--- src/rtl/evcap_pkg.sv ---
package evcap_pkg;
  localparam int NUM_SLOTS = 4;
  localparam int PTR_W     = $clog2(NUM_SLOTS);
  localparam int ADDR_W    = 4;
  localparam int CTRL_W    = 10;
  localparam int REARM_BIT = 10;
  localparam int PRD_SLOT  = 2;
  localparam int CMP_SLOT  = 3;

  typedef enum logic [ADDR_W-1:0] {
    A_COUNT = 4'd0,
    A_SLOT0 = 4'd1,
    A_CTRL  = 4'd5,
    A_IEN   = 4'd6,
    A_FLAGS = 4'd7,
    A_FCLR  = 4'd8
  } reg_addr_e;

  // first member is the most significant field
  typedef struct packed {
    logic                 pwm_mode;   // bit 9
    logic                 run;        // bit 8
    logic [PTR_W-1:0]     stop_idx;   // bits 7:6
    logic                 single;     // bit 5
    logic                 load_en;    // bit 4
    logic [NUM_SLOTS-1:0] rst_after;  // bits 3:0
  } ctrl_t;
endpackage

--- src/rtl/evcap_rst_sync.sv ---
module evcap_rst_sync (
  input  logic clk,
  input  logic rst_n,
  output logic rst_n_sync
);
  logic [1:0] stage_q;
  logic [1:0] stage_d;

  always_comb stage_d = {stage_q[0], 1'b1};

  always_ff @(posedge clk or negedge rst_n) begin
    if (!rst_n) stage_q <= '0;
    else        stage_q <= stage_d;
  end

  assign rst_n_sync = stage_q[1];
endmodule

--- src/rtl/evcap_edge_det.sv ---
module evcap_edge_det #(
  parameter int SYNC_STAGES = 2
) (
  input  logic clk,
  input  logic rst_n,
  input  logic din,
  output logic rise
);
  logic [SYNC_STAGES:0] sh_q;
  logic [SYNC_STAGES:0] sh_d;

  always_comb sh_d = {sh_q[SYNC_STAGES-1:0], din};

  always_ff @(posedge clk or negedge rst_n) begin
    if (!rst_n) sh_q <= '0;
    else        sh_q <= sh_d;
  end

  assign rise = sh_q[SYNC_STAGES-1] & ~sh_q[SYNC_STAGES];
endmodule

--- src/rtl/evcap_counter.sv ---
module evcap_counter #(
  parameter int CNT_W = 32
) (
  input  logic             clk,
  input  logic             rst_n,
  input  logic             run,
  input  logic             load,
  input  logic [CNT_W-1:0] load_val,
  input  logic             clr,
  output logic [CNT_W-1:0] cnt_q
);
  logic [CNT_W-1:0] cnt_d;
  logic             cnt_en;

  always_comb begin
    cnt_en = load | clr | run;
    if (load)     cnt_d = load_val;
    else if (clr) cnt_d = '0;
    else          cnt_d = cnt_q + CNT_W'(1);
  end

  always_ff @(posedge clk or negedge rst_n) begin
    if (!rst_n)      cnt_q <= '0;
    else if (cnt_en) cnt_q <= cnt_d;
  end
endmodule

--- src/rtl/evcap_seq.sv ---
module evcap_seq
  import evcap_pkg::*;
(
  input  logic             clk,
  input  logic             rst_n,
  input  logic             rise,
  input  logic             cap_allow,
  input  logic             single,
  input  logic [PTR_W-1:0] stop_idx,
  input  logic             rearm,
  output logic             evt_fire,
  output logic [PTR_W-1:0] ptr_q,
  output logic             armed_q
);
  logic [PTR_W-1:0] ptr_d;
  logic             armed_d;
  logic             seq_en;

  assign evt_fire = rise & cap_allow & armed_q;

  always_comb begin
    ptr_d   = ptr_q;
    armed_d = armed_q;
    seq_en  = rearm | evt_fire;
    if (rearm) begin
      ptr_d   = '0;
      armed_d = 1'b1;
    end else if (evt_fire) begin
      if (ptr_q == stop_idx) begin
        ptr_d = '0;
        if (single) armed_d = 1'b0;
      end else begin
        ptr_d = ptr_q + PTR_W'(1);
      end
    end
  end

  always_ff @(posedge clk or negedge rst_n) begin
    if (!rst_n) begin
      ptr_q   <= '0;
      armed_q <= 1'b1;
    end else if (seq_en) begin
      ptr_q   <= ptr_d;
      armed_q <= armed_d;
    end
  end
endmodule

--- src/rtl/evcap_pwm.sv ---
module evcap_pwm #(
  parameter int CNT_W = 32
) (
  input  logic             clk,
  input  logic             rst_n,
  input  logic             pwm_mode,
  input  logic             run,
  input  logic [CNT_W-1:0] cnt,
  input  logic [CNT_W-1:0] prd_shadow,
  input  logic [CNT_W-1:0] cmp_shadow,
  output logic             wrap,
  output logic             pwm_out
);
  logic [CNT_W-1:0] prd_q;
  logic [CNT_W-1:0] cmp_q;
  logic             out_q;
  logic             out_d;

  always_comb begin
    wrap  = pwm_mode & run & (cnt >= prd_q);
    out_d = pwm_mode & (cnt < cmp_q);
  end

  always_ff @(posedge clk or negedge rst_n) begin
    if (!rst_n) begin
      prd_q <= '0;
      cmp_q <= '0;
    end else if (wrap) begin
      prd_q <= prd_shadow;
      cmp_q <= cmp_shadow;
    end
  end

  always_ff @(posedge clk or negedge rst_n) begin
    if (!rst_n) out_q <= 1'b0;
    else        out_q <= out_d;
  end

  assign pwm_out = out_q;
endmodule

--- src/rtl/evcap_timer.sv ---
module evcap_timer
  import evcap_pkg::*;
#(
  parameter int CNT_W       = 32,
  parameter int DATA_W      = 32,
  parameter int SYNC_STAGES = 2
) (
  input  logic              clk,
  input  logic              rst_n,
  input  logic              bus_sel,
  input  logic              bus_we,
  input  logic [ADDR_W-1:0] bus_addr,
  input  logic [DATA_W-1:0] bus_wdata,
  output logic [DATA_W-1:0] bus_rdata,
  input  logic              cap_in,
  output logic              pwm_out,
  output logic              irq
);
  logic rst_n_sync;
  logic wr_en;
  logic cnt_load, ctrl_wr, ien_wr, fclr_wr, rearm;
  logic [NUM_SLOTS-1:0] slot_wr;

  ctrl_t ctrl_q, ctrl_d;
  logic [NUM_SLOTS:1] ien_q;
  logic [NUM_SLOTS:0] flag_q, flag_d, flag_set, flag_clr;
  logic               flag_en;
  logic [NUM_SLOTS-1:0][CNT_W-1:0] slot_q, slot_d;
  logic [NUM_SLOTS-1:0]            slot_en;

  logic             cap_rise, cap_allow, evt_fire, armed;
  logic [PTR_W-1:0] ptr;
  logic [CNT_W-1:0] cnt_q;
  logic             cnt_clr, wrap, run, pwm_mode;

  evcap_rst_sync u_rst (
    .clk        (clk),
    .rst_n      (rst_n),
    .rst_n_sync (rst_n_sync)
  );

  // register decode
  assign wr_en = bus_sel & bus_we;

  always_comb begin
    cnt_load = 1'b0;
    ctrl_wr  = 1'b0;
    ien_wr   = 1'b0;
    fclr_wr  = 1'b0;
    slot_wr  = '0;
    if (wr_en) begin
      if (bus_addr == A_COUNT) cnt_load = 1'b1;
      if (bus_addr == A_CTRL)  ctrl_wr  = 1'b1;
      if (bus_addr == A_IEN)   ien_wr   = 1'b1;
      if (bus_addr == A_FCLR)  fclr_wr  = 1'b1;
      for (int i = 0; i < NUM_SLOTS; i++) begin
        if (bus_addr == ADDR_W'(int'(A_SLOT0) + i)) slot_wr[i] = 1'b1;
      end
    end
    rearm = ctrl_wr & bus_wdata[REARM_BIT];
  end

  // control and enable registers
  assign ctrl_d   = ctrl_t'(bus_wdata[CTRL_W-1:0]);
  assign run      = ctrl_q.run;
  assign pwm_mode = ctrl_q.pwm_mode;

  always_ff @(posedge clk or negedge rst_n_sync) begin
    if (!rst_n_sync)  ctrl_q <= '0;
    else if (ctrl_wr) ctrl_q <= ctrl_d;
  end

  always_ff @(posedge clk or negedge rst_n_sync) begin
    if (!rst_n_sync) ien_q <= '0;
    else if (ien_wr) ien_q <= bus_wdata[NUM_SLOTS:1];
  end

  // capture path
  evcap_edge_det #(.SYNC_STAGES(SYNC_STAGES)) u_edge (
    .clk   (clk),
    .rst_n (rst_n_sync),
    .din   (cap_in),
    .rise  (cap_rise)
  );

  assign cap_allow = ctrl_q.load_en & ~ctrl_q.pwm_mode;

  evcap_seq u_seq (
    .clk       (clk),
    .rst_n     (rst_n_sync),
    .rise      (cap_rise),
    .cap_allow (cap_allow),
    .single    (ctrl_q.single),
    .stop_idx  (ctrl_q.stop_idx),
    .rearm     (rearm),
    .evt_fire  (evt_fire),
    .ptr_q     (ptr),
    .armed_q   (armed)
  );

  // counter
  assign cnt_clr = (evt_fire & ctrl_q.rst_after[ptr]) | wrap;

  evcap_counter #(.CNT_W(CNT_W)) u_cnt (
    .clk      (clk),
    .rst_n    (rst_n_sync),
    .run      (run),
    .load     (cnt_load),
    .load_val (bus_wdata[CNT_W-1:0]),
    .clr      (cnt_clr),
    .cnt_q    (cnt_q)
  );

  // slot registers: bus write wins over a capture in the same cycle
  always_comb begin
    for (int i = 0; i < NUM_SLOTS; i++) begin
      slot_en[i] = slot_wr[i] | (evt_fire & (ptr == PTR_W'(i)));
      slot_d[i]  = slot_wr[i] ? bus_wdata[CNT_W-1:0] : cnt_q;
    end
  end

  always_ff @(posedge clk or negedge rst_n_sync) begin
    if (!rst_n_sync) begin
      slot_q <= '0;
    end else begin
      for (int i = 0; i < NUM_SLOTS; i++) begin
        if (slot_en[i]) slot_q[i] <= slot_d[i];
      end
    end
  end

  // PWM
  evcap_pwm #(.CNT_W(CNT_W)) u_pwm (
    .clk        (clk),
    .rst_n      (rst_n_sync),
    .pwm_mode   (pwm_mode),
    .run        (run),
    .cnt        (cnt_q),
    .prd_shadow (slot_q[PRD_SLOT]),
    .cmp_shadow (slot_q[CMP_SLOT]),
    .wrap       (wrap),
    .pwm_out    (pwm_out)
  );

  // flags: a set in the same cycle as a clear wins
  always_comb begin
    flag_set = '0;
    if (evt_fire) begin
      flag_set[int'(ptr) + 1] = 1'b1;
      if (ien_q[int'(ptr) + 1]) flag_set[0] = 1'b1;
    end
    flag_clr = fclr_wr ? bus_wdata[NUM_SLOTS:0] : '0;
    flag_d   = (flag_q & ~flag_clr) | flag_set;
    flag_en  = evt_fire | fclr_wr;
  end

  always_ff @(posedge clk or negedge rst_n_sync) begin
    if (!rst_n_sync)  flag_q <= '0;
    else if (flag_en) flag_q <= flag_d;
  end

  assign irq = |(flag_q[NUM_SLOTS:1] & ien_q);

  // read mux
  always_comb begin
    bus_rdata = '0;
    if (bus_addr == A_COUNT) bus_rdata = DATA_W'(cnt_q);
    if (bus_addr == A_CTRL)  bus_rdata = DATA_W'(ctrl_q);
    if (bus_addr == A_IEN)   bus_rdata = DATA_W'({ien_q, 1'b0});
    if (bus_addr == A_FLAGS) bus_rdata = DATA_W'(flag_q);
    for (int i = 0; i < NUM_SLOTS; i++) begin
      if (bus_addr == ADDR_W'(int'(A_SLOT0) + i)) bus_rdata = DATA_W'(slot_q[i]);
    end
  end
endmodule

--- config.mk ---
export PLATFORM = sky130hd
export DESIGN_NAME = evcap_timer
export DESIGN_NICKNAME = d
export VERILOG_FILES = /design/src/rtl/evcap_pkg.sv /design/src/rtl/evcap_rst_sync.sv /design/src/rtl/evcap_edge_det.sv /design/src/rtl/evcap_counter.sv /design/src/rtl/evcap_seq.sv /design/src/rtl/evcap_pwm.sv /design/src/rtl/evcap_timer.sv
export SDC_FILE = /design/constraint.sdc
export NUM_CORES = 1
export LEC_CHECK = 0
export ABC_AREA = 1
export BUFFER_PORTS_ARGS = -buffer_cell sky130_fd_sc_hd__buf_2
export CAP_MARGIN = 30
export CORE_MARGIN = 2
export CORE_UTILIZATION = 35
export CTS_CLUSTER_SIZE = 10
export DETAILED_ROUTE_END_ITERATION = 10
export GPL_TIMING_DRIVEN = 0
export SYNTH_ARGS = -nofsm -noshare
export SYNTH_HDL_FRONTEND = slang
export SYNTH_SLANG_ARGS = --single-unit
--- constraint.sdc ---
create_clock -name clk -period 17.21 [get_ports clk]
set_input_delay 3.442 -clock clk [delete_from_list [all_inputs] [get_ports clk]]
set_output_delay 3.442 -clock clk [all_outputs]
set_load 0.005 [all_outputs]
==> metrics.md, run 1 <==
| Metric | Value |
|---|---|
| Overflow after GRT | `0` |
| Maximum clock rate | `109 MHz` |
| P per Cell Area | `139 nW/um2` |
| Fin. max-slew vios | `0` |
| First-pass GRT wire length | `94,900 um` |
| Number of search-and-repair iterations in the first detailed-routing pass | `6` |
| Number of nets in the synthesized netlist | `2,054` |
| Post-CTS Hold Buffers | `0` |
| Number of port buffers | `74` |
| H-tree depth | `1` |
| Largest area contributor in the netlist | `sky130_fd_sc_hd__dfrtp_1` |
| DRC | `0` |
| Vias in the first global route | `14,600` |
| Proportion of total power due to net switching | `0.397` |
| Sort of element at the start of the critical path | `primary input` |
| Worst slack, placed | `between 8 and 9 ns` |
| Antenna violation net count after detailed routing | `0` |
| Clock period minus worst slack | `9.14 ns` |
| Unrepaired setup endpoints after global routing | `false` |
| Seq/Total Area, Yosys | `0.423` |
| Starting Density | `0.355` |
| Critical path start-end classification | `primary input to primary output` |
| Run status | `finished clean` |
| Relative contribution of the clock network to total power | `0.248` |
| Worst setup slack for register-to-register paths | `13.77 ns` |
| Proportion of register bits with asynchronous set or reset after synthesis | `1.00` |
| Clock buffers created by TritonCTS | `30` |
| Total net switching power | `0.935 mW` |
| CTS clk-pin slew, worst paths | `0.05 ns` |
| Total power of the final layout | `2.35 mW` |
| Layout cells sized above 1 | `0.104` |
| Number of unique standard cell types used by synthesis | `between 50 and 60` |
| Kind of path behind the tightest hold check | `flop to flop` |
| Count of boundary I/O pins | `75` |
| Cell area after synthesis | `around 15,000 um2` |
| Final core occ | `0.403` |
| Per-cell routed wire length | `24.3 um` |
| Worst Path Arrival | `5.70 ns` |
| Number of cells traversed by the worst hold path | `0` |
| Post-CTS Resized | `0` |
| Total GRT Usage | `0.288` |
| Area growth from synthesis to layout | `13.7%` |
| Total vias in the final route | `14,900` |
| Cell-internal power | `1.42 mW` |
| Reg-to-reg critical path startpoint | `u_cnt.cnt_q[31]` |
| R2r worst-path depth | `13` |
| Maximum resistive drop on vdd | `approximately 0.085 mV` |
| Final weighted congestion in routability-driven placement | `1.01` |
| Clock buffer depth | `3` |
| TritonCTS clock tree | `yes` |
| Top cells by area, synth | `sky130_fd_sc_hd__dfrtp_1 42%, sky130_fd_sc_hd__nand2_1 12%, sky130_fd_sc_hd__inv_1 6.7%` |
| Share of power burned in registers | `0.402` |
| Final instance area | `17,000 um2` |
| Cell at the root of the clock tree | `sky130_fd_sc_hd__clkbuf_16` |
| Synthesis-stage register bit count | `252` |
| Setup Fix Bufs, Post-CTS | `0` |
| Worst path required time | `13.77 ns` |
| Count of mapped cells out of synthesis | `1,944` |
| Area share of the largest cell type after synthesis | `0.421` |
| Filler instances | `~4,400` |
| Standard-cell rows | `75` |
| Layout Skew | `0.00962 ns` |
| Worst setup slack after layout | `a little over 8 ns` |
| Number of flops mapped to enable cells by yosys | `0` |
| Antenna violations before repair | `0` |
| Max Cap Violations | `0` |
| Final count of negative-setup-slack endpoints | `0` |
| CP max FO | `10` |
| Largest net degree at the start of global routing | `68` |
| Count of nets after finishing | `2,168` |
| Core footprint | `42,000 um2` |
| Die area | `around 44,000 um2` |
| Violation count after the first detailed-route iteration | `1,663` |
| Most used flip-flop cell after synthesis | `sky130_fd_sc_hd__dfrtp_1` |
| Diode insertion count for antenna repair | `0` |
| Worst setup EP type | `primary output` |
| Latest clock arrival within the worst-skew pair | `0.58 ns` |
| Termination of the worst setup path | `bus_rdata[0]` |
| Final period utilization | `0.531` |
| LEAKAGE | `~8.3 nW` |
| Slew margin rel. | `0.271` |
| Number of clock sinks seen by CTS | `roughly 250` |
| Endpoint of the most critical register-to-register path | `u_pwm.prd_q[29]` |
| Ratio of routed vias to standard cells | `5.70` |
| Routed wire length | `63,600 um` |
| Endpoints failing hold | `0` |
| Die Span Y | `210 um` |
| Mapped Avg Cell Area | `between 7 and 8 um2` |
| Actual slew at the worst max-slew pin | `1.09 ns` |
| Chip width | `around 210 um` |
| Origin of the worst setup path | `bus_addr[2]` |
| Fin Setup TNS | `0 ns` |
| Post-place instance area | `about 16,000 um2` |
| Half-perimeter wire length after detailed placement | `46,100 um` |
| Ys Warns | `0` |
| Fraction of power consumed by combinational cells | `0.349` |
[worst min-delay path by stage]
stage                                start               end
final                       u_edge.sh_q[0]    u_edge.sh_q[1]
after global routing      u_rst.stage_q[0]  u_rst.stage_q[1]
after CTS                 u_rst.stage_q[0]  u_rst.stage_q[1]
after detailed placement    u_edge.sh_q[0]    u_edge.sh_q[1]
after global placement      u_edge.sh_q[0]    u_edge.sh_q[1]
after floorplan             u_edge.sh_q[0]    u_edge.sh_q[1]
[cells in the mapped netlist (3+ instances only)]
| library cell | n |
|---|---|
| sky130_fd_sc_hd__o22ai_1 | 27 |
| sky130_fd_sc_hd__nand2_2 | 5 |
| sky130_fd_sc_hd__nor2_1 | 84 |
| sky130_fd_sc_hd__ha_1 | 69 |
| sky130_fd_sc_hd__clkbuf_1 | 41 |
| sky130_fd_sc_hd__buf_1 | 8 |
| sky130_fd_sc_hd__nand4_1 | 46 |
| sky130_fd_sc_hd__o221ai_1 | 36 |
| sky130_fd_sc_hd__buf_6 | 4 |
| sky130_fd_sc_hd__buf_2 | 47 |
| sky130_fd_sc_hd__nand3_1 | 156 |
| sky130_fd_sc_hd__a31oi_1 | 10 |
| sky130_fd_sc_hd__o211ai_1 | 82 |
| sky130_fd_sc_hd__nor2_2 | 9 |
| sky130_fd_sc_hd__dfrtp_1 | 251 |
| sky130_fd_sc_hd__inv_1 | 267 |
| sky130_fd_sc_hd__inv_2 | 12 |
| sky130_fd_sc_hd__a221oi_1 | 8 |
| sky130_fd_sc_hd__xor2_1 | 12 |
| sky130_fd_sc_hd__a21oi_1 | 93 |
| sky130_fd_sc_hd__nor3_1 | 18 |
| sky130_fd_sc_hd__buf_4 | 12 |
| sky130_fd_sc_hd__nand2_1 | 486 |
| sky130_fd_sc_hd__o2111ai_1 | 9 |
| sky130_fd_sc_hd__o21ai_0 | 116 |
| sky130_fd_sc_hd__nor2_4 | 3 |
| sky130_fd_sc_hd__o311ai_0 | 4 |
[stage by stage]
step	instances	hold slack, ns
2_1_floorplan	1944	0.331
3_3_place_gp	2557	0.336
6_report	2613	0.346
3_5_place_dp	2564	0.340
5_1_grt	2613	0.357
4_1_cts	2612	0.354
[state kept, by name, indices dropped and copies added, names as in the netlist]
| register | cells |
|---|---|
| slot_q | 128 |
| u_cnt.cnt_q | 32 |
| u_pwm.cmp_q | 32 |
| u_pwm.prd_q | 32 |
| ctrl_q | 8 |
| flag_q | 5 |
| ien_q | 4 |
| u_edge.sh_q | 3 |
| u_rst.stage_q | 2 |
| u_seq.ptr_q | 2 |
| pwm_mode | 1 |
| run | 1 |
| u_pwm.pwm_out | 1 |
| u_seq.armed_q | 1 |
[critical path: stages]
cell,delay [ns]
sky130_fd_sc_hd__buf_2,0.12
sky130_fd_sc_hd__nor2_2,0.19
sky130_fd_sc_hd__nand2_2,0.12
sky130_fd_sc_hd__nor2_4,0.52
sky130_fd_sc_hd__clkbuf_1,0.77
sky130_fd_sc_hd__nand2_1,0.11
sky130_fd_sc_hd__o2111ai_1,0.22
sky130_fd_sc_hd__buf_2,0.18
[logic make-up (layout without fill, tap and decap cells)]
kind of cell    count (synthesis)  in the layout  synth area share
simple gates                  819            819             0.237
flops                         252            252             0.423
fa+ha+maj                      69             69            0.0579
other cells                     1              1          0.000251
buf+inv                       393            523             0.108
compound gates                397            397             0.166
xor+xnor                       13             13           0.00764
[area by class of cell]
class	count	area, um2	area share
multi-input cells	1299	6990	0.412
flip-flops and latches	252	6310	0.372
inverters	280	1050	0.0621
clock buffers	48	850	0.0501
well taps	539	674	0.0398
plain buffers	113	559	0.0330
repair buffers	82	517	0.0305
[power groups by stage]
stage / clock [mW] / sequential (mW) / combinational (mW)
2_1_floorplan: 0 / 0.904 / 0.565
3_3_place_gp: 0 / 0.952 / 0.771
3_5_place_dp: 0 / 0.948 / 0.803
4_1_cts: 0.592 / 0.939 / 0.809
5_1_grt: 0.615 / 0.967 / 0.928
6_report: 0.584 / 0.946 / 0.822
[cells in the final DEF (no fill, tap or decap), drive strengths merged, types with 2 or more instances in the layout]
cell / netlist / routed
a21o: 2 / 2
a21oi: 93 / 93
a221oi: 8 / 8
a31oi: 10 / 10
and3: 2 / 2
buf: 71 / 153
clkbuf: 42 / 90
dfrtp: 251 / 251
ha: 69 / 69
inv: 279 / 279
nand2: 493 / 493
nand3: 157 / 157
nand4: 46 / 46
nor2: 97 / 97
nor3: 19 / 19
nor3b: 2 / 2
o2111ai: 9 / 9
o211ai: 82 / 82
o21a: 2 / 2
o21ai: 117 / 117
o221ai: 36 / 36
o22ai: 27 / 27
o311ai: 4 / 4
xor2: 12 / 12
[metal layers]
layer,vias to the layer above,routed length [um],share of wire,GRT usage
met5,-,0,0,0
met4,0,2890,0.045,0.125
met3,151,5460,0.086,0.0560
met2,752,27900,0.44,0.446
met1,7300,27300,0.43,0.394
li1,6703,-,-,-
Note: power is estimated with default switching activity, not from simulation.
==> inputs of run 2 (changes only) <==
--- a/config.mk
+++ b/config.mk
@@ -5,7 +5,7 @@
 export SDC_FILE = /design/constraint.sdc
 export NUM_CORES = 1
 export LEC_CHECK = 0
-export ABC_AREA = 1
+export ABC_AREA = 0
 export BUFFER_PORTS_ARGS = -buffer_cell sky130_fd_sc_hd__buf_2
 export CAP_MARGIN = 30
 export CORE_MARGIN = 2
==> constraint.sdc (replaced) <==
create_clock -name clk -period 8 [get_ports clk]
set_input_delay 1.6 -clock clk [delete_from_list [all_inputs] [get_ports clk]]
set_output_delay 1.6 -clock clk [all_outputs]
set_load 0.005 [all_outputs]
==> metrics.md, run 2 <==
| Metric | Value |
|---|---|
| Origin of the worst setup path | `bus_addr[1]` |
| Worst path required time | `6.40 ns` |
| Relative contribution of the clock network to total power | `0.310` |
| Number of flops mapped to enable cells by yosys | `0` |
| Clock buffer depth | `3` |
| Critical Path Slowest Stage Cell | `sky130_fd_sc_hd__nor4_4` |
| Share of power burned in registers | `0.455` |
| Top post-synthesis cells by count | `251 x sky130_fd_sc_hd__dfrtp_1, 207 x sky130_fd_sc_hd__o21ai_0, 149 x sky130_fd_sc_hd__a21oi_1, 149 x sky130_fd_sc_hd__nand2_1, 146 x sky130_fd_sc_hd__nor2_1` |
| Layout cells sized above 1 | `0.123` |
| Maximum resistive drop on vdd | `around 0.17 mV` |
| Clock period minus worst slack | `5.80 ns` |
| Die area | `about 43,000 um2` |
| Count of mapped cells out of synthesis | `about 1,600` |
| Max Cap Violations | `0` |
| Worst slack, placed | `between 2 and 2.5 ns` |
| Half-perimeter wire length after detailed placement | `37,900 um` |
| Per-cell routed wire length | `23.2 um` |
| Sequential cell area | `6310 um2` |
| Worst setup slack for register-to-register paths | `4.04 ns` |
| Critical path start-end classification | `primary input to primary output` |
| Seq/Total Area, Yosys | `0.436` |
| Overflow after GRT | `0` |
| Slew margin rel. | `0.278` |
| Fraction of power consumed by combinational cells | `0.235` |
| Layout Skew | `0.0141 ns` |
| Endpoints failing hold | `0` |
| Worst setup slack after layout | `2.20 ns` |
| Largest register FFs | `128` |
| Number of search-and-repair iterations in the first detailed-routing pass | `8` |
| Clock buffers created by TritonCTS | `30` |
| Register name with the most flops | `slot_q` |
| Diode insertion count for antenna repair | `0` |
| Most used cells in the layout excluding fill and tap cells | `250 x sky130_fd_sc_hd__dfrtp_1, 207 x sky130_fd_sc_hd__o21ai_0, 149 x sky130_fd_sc_hd__nand2_1, 149 x sky130_fd_sc_hd__a21oi_1, 146 x sky130_fd_sc_hd__nor2_1` |
| Number of nets in the synthesized netlist | `between 1,500 and 2,000` |
| Mapped Avg Cell Area | `9.10 um2` |
| Reg-to-reg critical path startpoint | `u_cnt.cnt_q[29]` |
| Violation count after the first detailed-route iteration | `1,307` |
| Cell chain of the critical path | `buf_2, nor4_4, clkbuf_1, a211oi_1, o21ai_0, buf_2` |
| Worst Path Arrival | `around 4.2 ns` |
| Final count of negative-setup-slack endpoints | `0` |
| Number of clock sinks seen by CTS | `~250` |
| Fin. max-slew vios | `0` |
| Latest clock arrival within the worst-skew pair | `0.56 ns` |
| Worst path top cell family by delay | `buffers and inverters` |
| Area growth from synthesis to layout | `13.9%` |
| Final Instance Count excl. Fillers | `~2,200` |
| Dpl cells | `2,201` |
| First-pass GRT wire length | `79,800 um` |
| Count of buffering cells on the critical path with inverters included | `3` |
| Ratio of routed vias to standard cells | `5.85` |
| Vias in the first global route | `12,900` |
| CTS clk-pin slew, worst paths | `about 0.050 ns` |
| Ys Warns | `0` |
| Routed wire length | `about 52,000 um` |
| Proportion of total power due to net switching | `0.343` |
| Final period utilization | `0.726` |
| Count of boundary I/O pins | `75` |
| DRC | `0` |
| Kind of path behind the tightest hold check | `flop to asynchronous set/reset pin` |
| Area share of the largest cell type after synthesis | `0.434` |
| Biggest cell delay along the critical path | `0.87 ns` |
| LEAKAGE | `7.00 nW` |
| Count of nets after finishing | `1,811` |
| Cell at the root of the clock tree | `sky130_fd_sc_hd__clkbuf_16` |
| Post-CTS Hold Buffers | `0` |
| CP max FO | `10` |
| Dominant cell by count in the synthesized netlist | `sky130_fd_sc_hd__dfrtp_1` |
| Total vias in the final route | `approximately 13,000` |
| Antenna violations before repair | `0` |
| Cell-internal power | `2.63 mW` |
| Standard-cell rows | `74` |
| Run status | `finished clean` |
| Largest area contributor in the netlist | `sky130_fd_sc_hd__dfrtp_1` |
| Maximum clock rate | `about 170 MHz` |
| Post-CTS Resized | `0` |
| P per Cell Area | `roughly 240 nW/um2` |
| Final weighted congestion in routability-driven placement | `0.931` |
| Sort of element at the start of the critical path | `primary input` |
| Top cells by area, synth | `sky130_fd_sc_hd__dfrtp_1 43%, sky130_fd_sc_hd__mux2i_1 9.1%, sky130_fd_sc_hd__o21ai_0 7.2%` |
| Actual slew at the worst max-slew pin | `roughly 1.1 ns` |
| Total power of the final layout | `roughly 4 mW` |
| Largest net degree at the start of global routing | `68` |
| Worst setup EP type | `primary output` |
| Unrepaired setup endpoints after global routing | `false` |
| Die Span Y | `about 210 um` |
| Total net switching power | `1.37 mW` |
| Proportion of register bits with asynchronous set or reset after synthesis | `1.00` |
| Area of the multi-input gates | `7330 um2` |
| Top cell by count, worst path | `sky130_fd_sc_hd__buf_2` |
| Number of unique standard cell types used by synthesis | `70` |
| Number of port buffers | `73` |
| Most used flip-flop cell after synthesis | `sky130_fd_sc_hd__dfrtp_1` |
| Setup Fix Bufs, Post-CTS | `0` |
| TritonCTS clock tree | `yes` |
| H-tree depth | `1` |
| Core footprint | `40,800 um2` |
| Synthesis-stage register bit count | `roughly 250` |
| Filler instances | `4,068` |
| Chip width | `207 um` |
| Cell area after synthesis | `14,500 um2` |
| Antenna violation net count after detailed routing | `0` |
| Commonest non-fill, non-tap cell in the layout | `sky130_fd_sc_hd__dfrtp_1` |
| Starting Density | `0.355` |
| Total GRT Usage | `0.238` |
-- run 2: area by class of cell --
class                   count  area share
multi-input cells        1140       0.444
flip-flops and latches    252       0.383
clock buffers              41      0.0506
well taps                 532      0.0404
plain buffers             125      0.0345
repair buffers             79      0.0300
inverters                  73      0.0166
clock inverters             2    0.000607
-- run 2: power groups by stage --
| stage | clock (mW) | sequential (mW) | combinational, mW |
|---|---|---|---|
| 3_5_place_dp | 0 | 1.83 | 0.924 |
| 3_3_place_gp | 0 | 1.84 | 0.865 |
| 2_1_floorplan | 0 | 1.72 | 0.642 |
| 4_1_cts | 1.25 | 1.81 | 0.929 |
| 6_report | 1.24 | 1.82 | 0.938 |
| 5_1_grt | 1.30 | 1.84 | 1.05 |
-- run 2: cell families after synthesis --
group,synth area share
AOI/OAI and AO/OA,0.205
xor gates and xnor gates,0.00242
adders and majority gates,0.0596
buffers and inverters,0.0583
DFF,0.436
muxes,0.108
other,0.000259
and+or+nand+nor,0.130
-- run 2: path summary, 6_finish.rpt --
path / endpoint / cells past startpoint
setup / recovery: bus_rdata[5] / 6
hold / removal: u_edge.sh_q[0] / 0
setup reg to reg: u_pwm.prd_q[19] / 8
hold reg to reg: u_edge.sh_q[0] / 0
max in group asynchronous: u_pwm.prd_q[20] / 3
min in group clk: u_rst.stage_q[1] / 0
-- run 2: metal layers --
metal  global-route usage  vias to the layer above  routed length, um
li1                     -                     5902                  -
met1                0.332                     6511              22400
met2                0.362                      602              22700
met3               0.0531                      112               4750
met4               0.0892                        0               2140
met5                    0                        -                  0
-- run 2: through the flow --
step                      hold slack, ns  TNS, ns  cell area [um2]  utilization
after CTS                          0.353        0            16500        0.404
after floorplan                    0.331        0            14500            -
after global routing               0.358        0            16500        0.404
final                              0.330        0            16500        0.404
after global placement             0.336  -711.45            15500        0.380
after detailed placement           0.340        0            15600        0.383
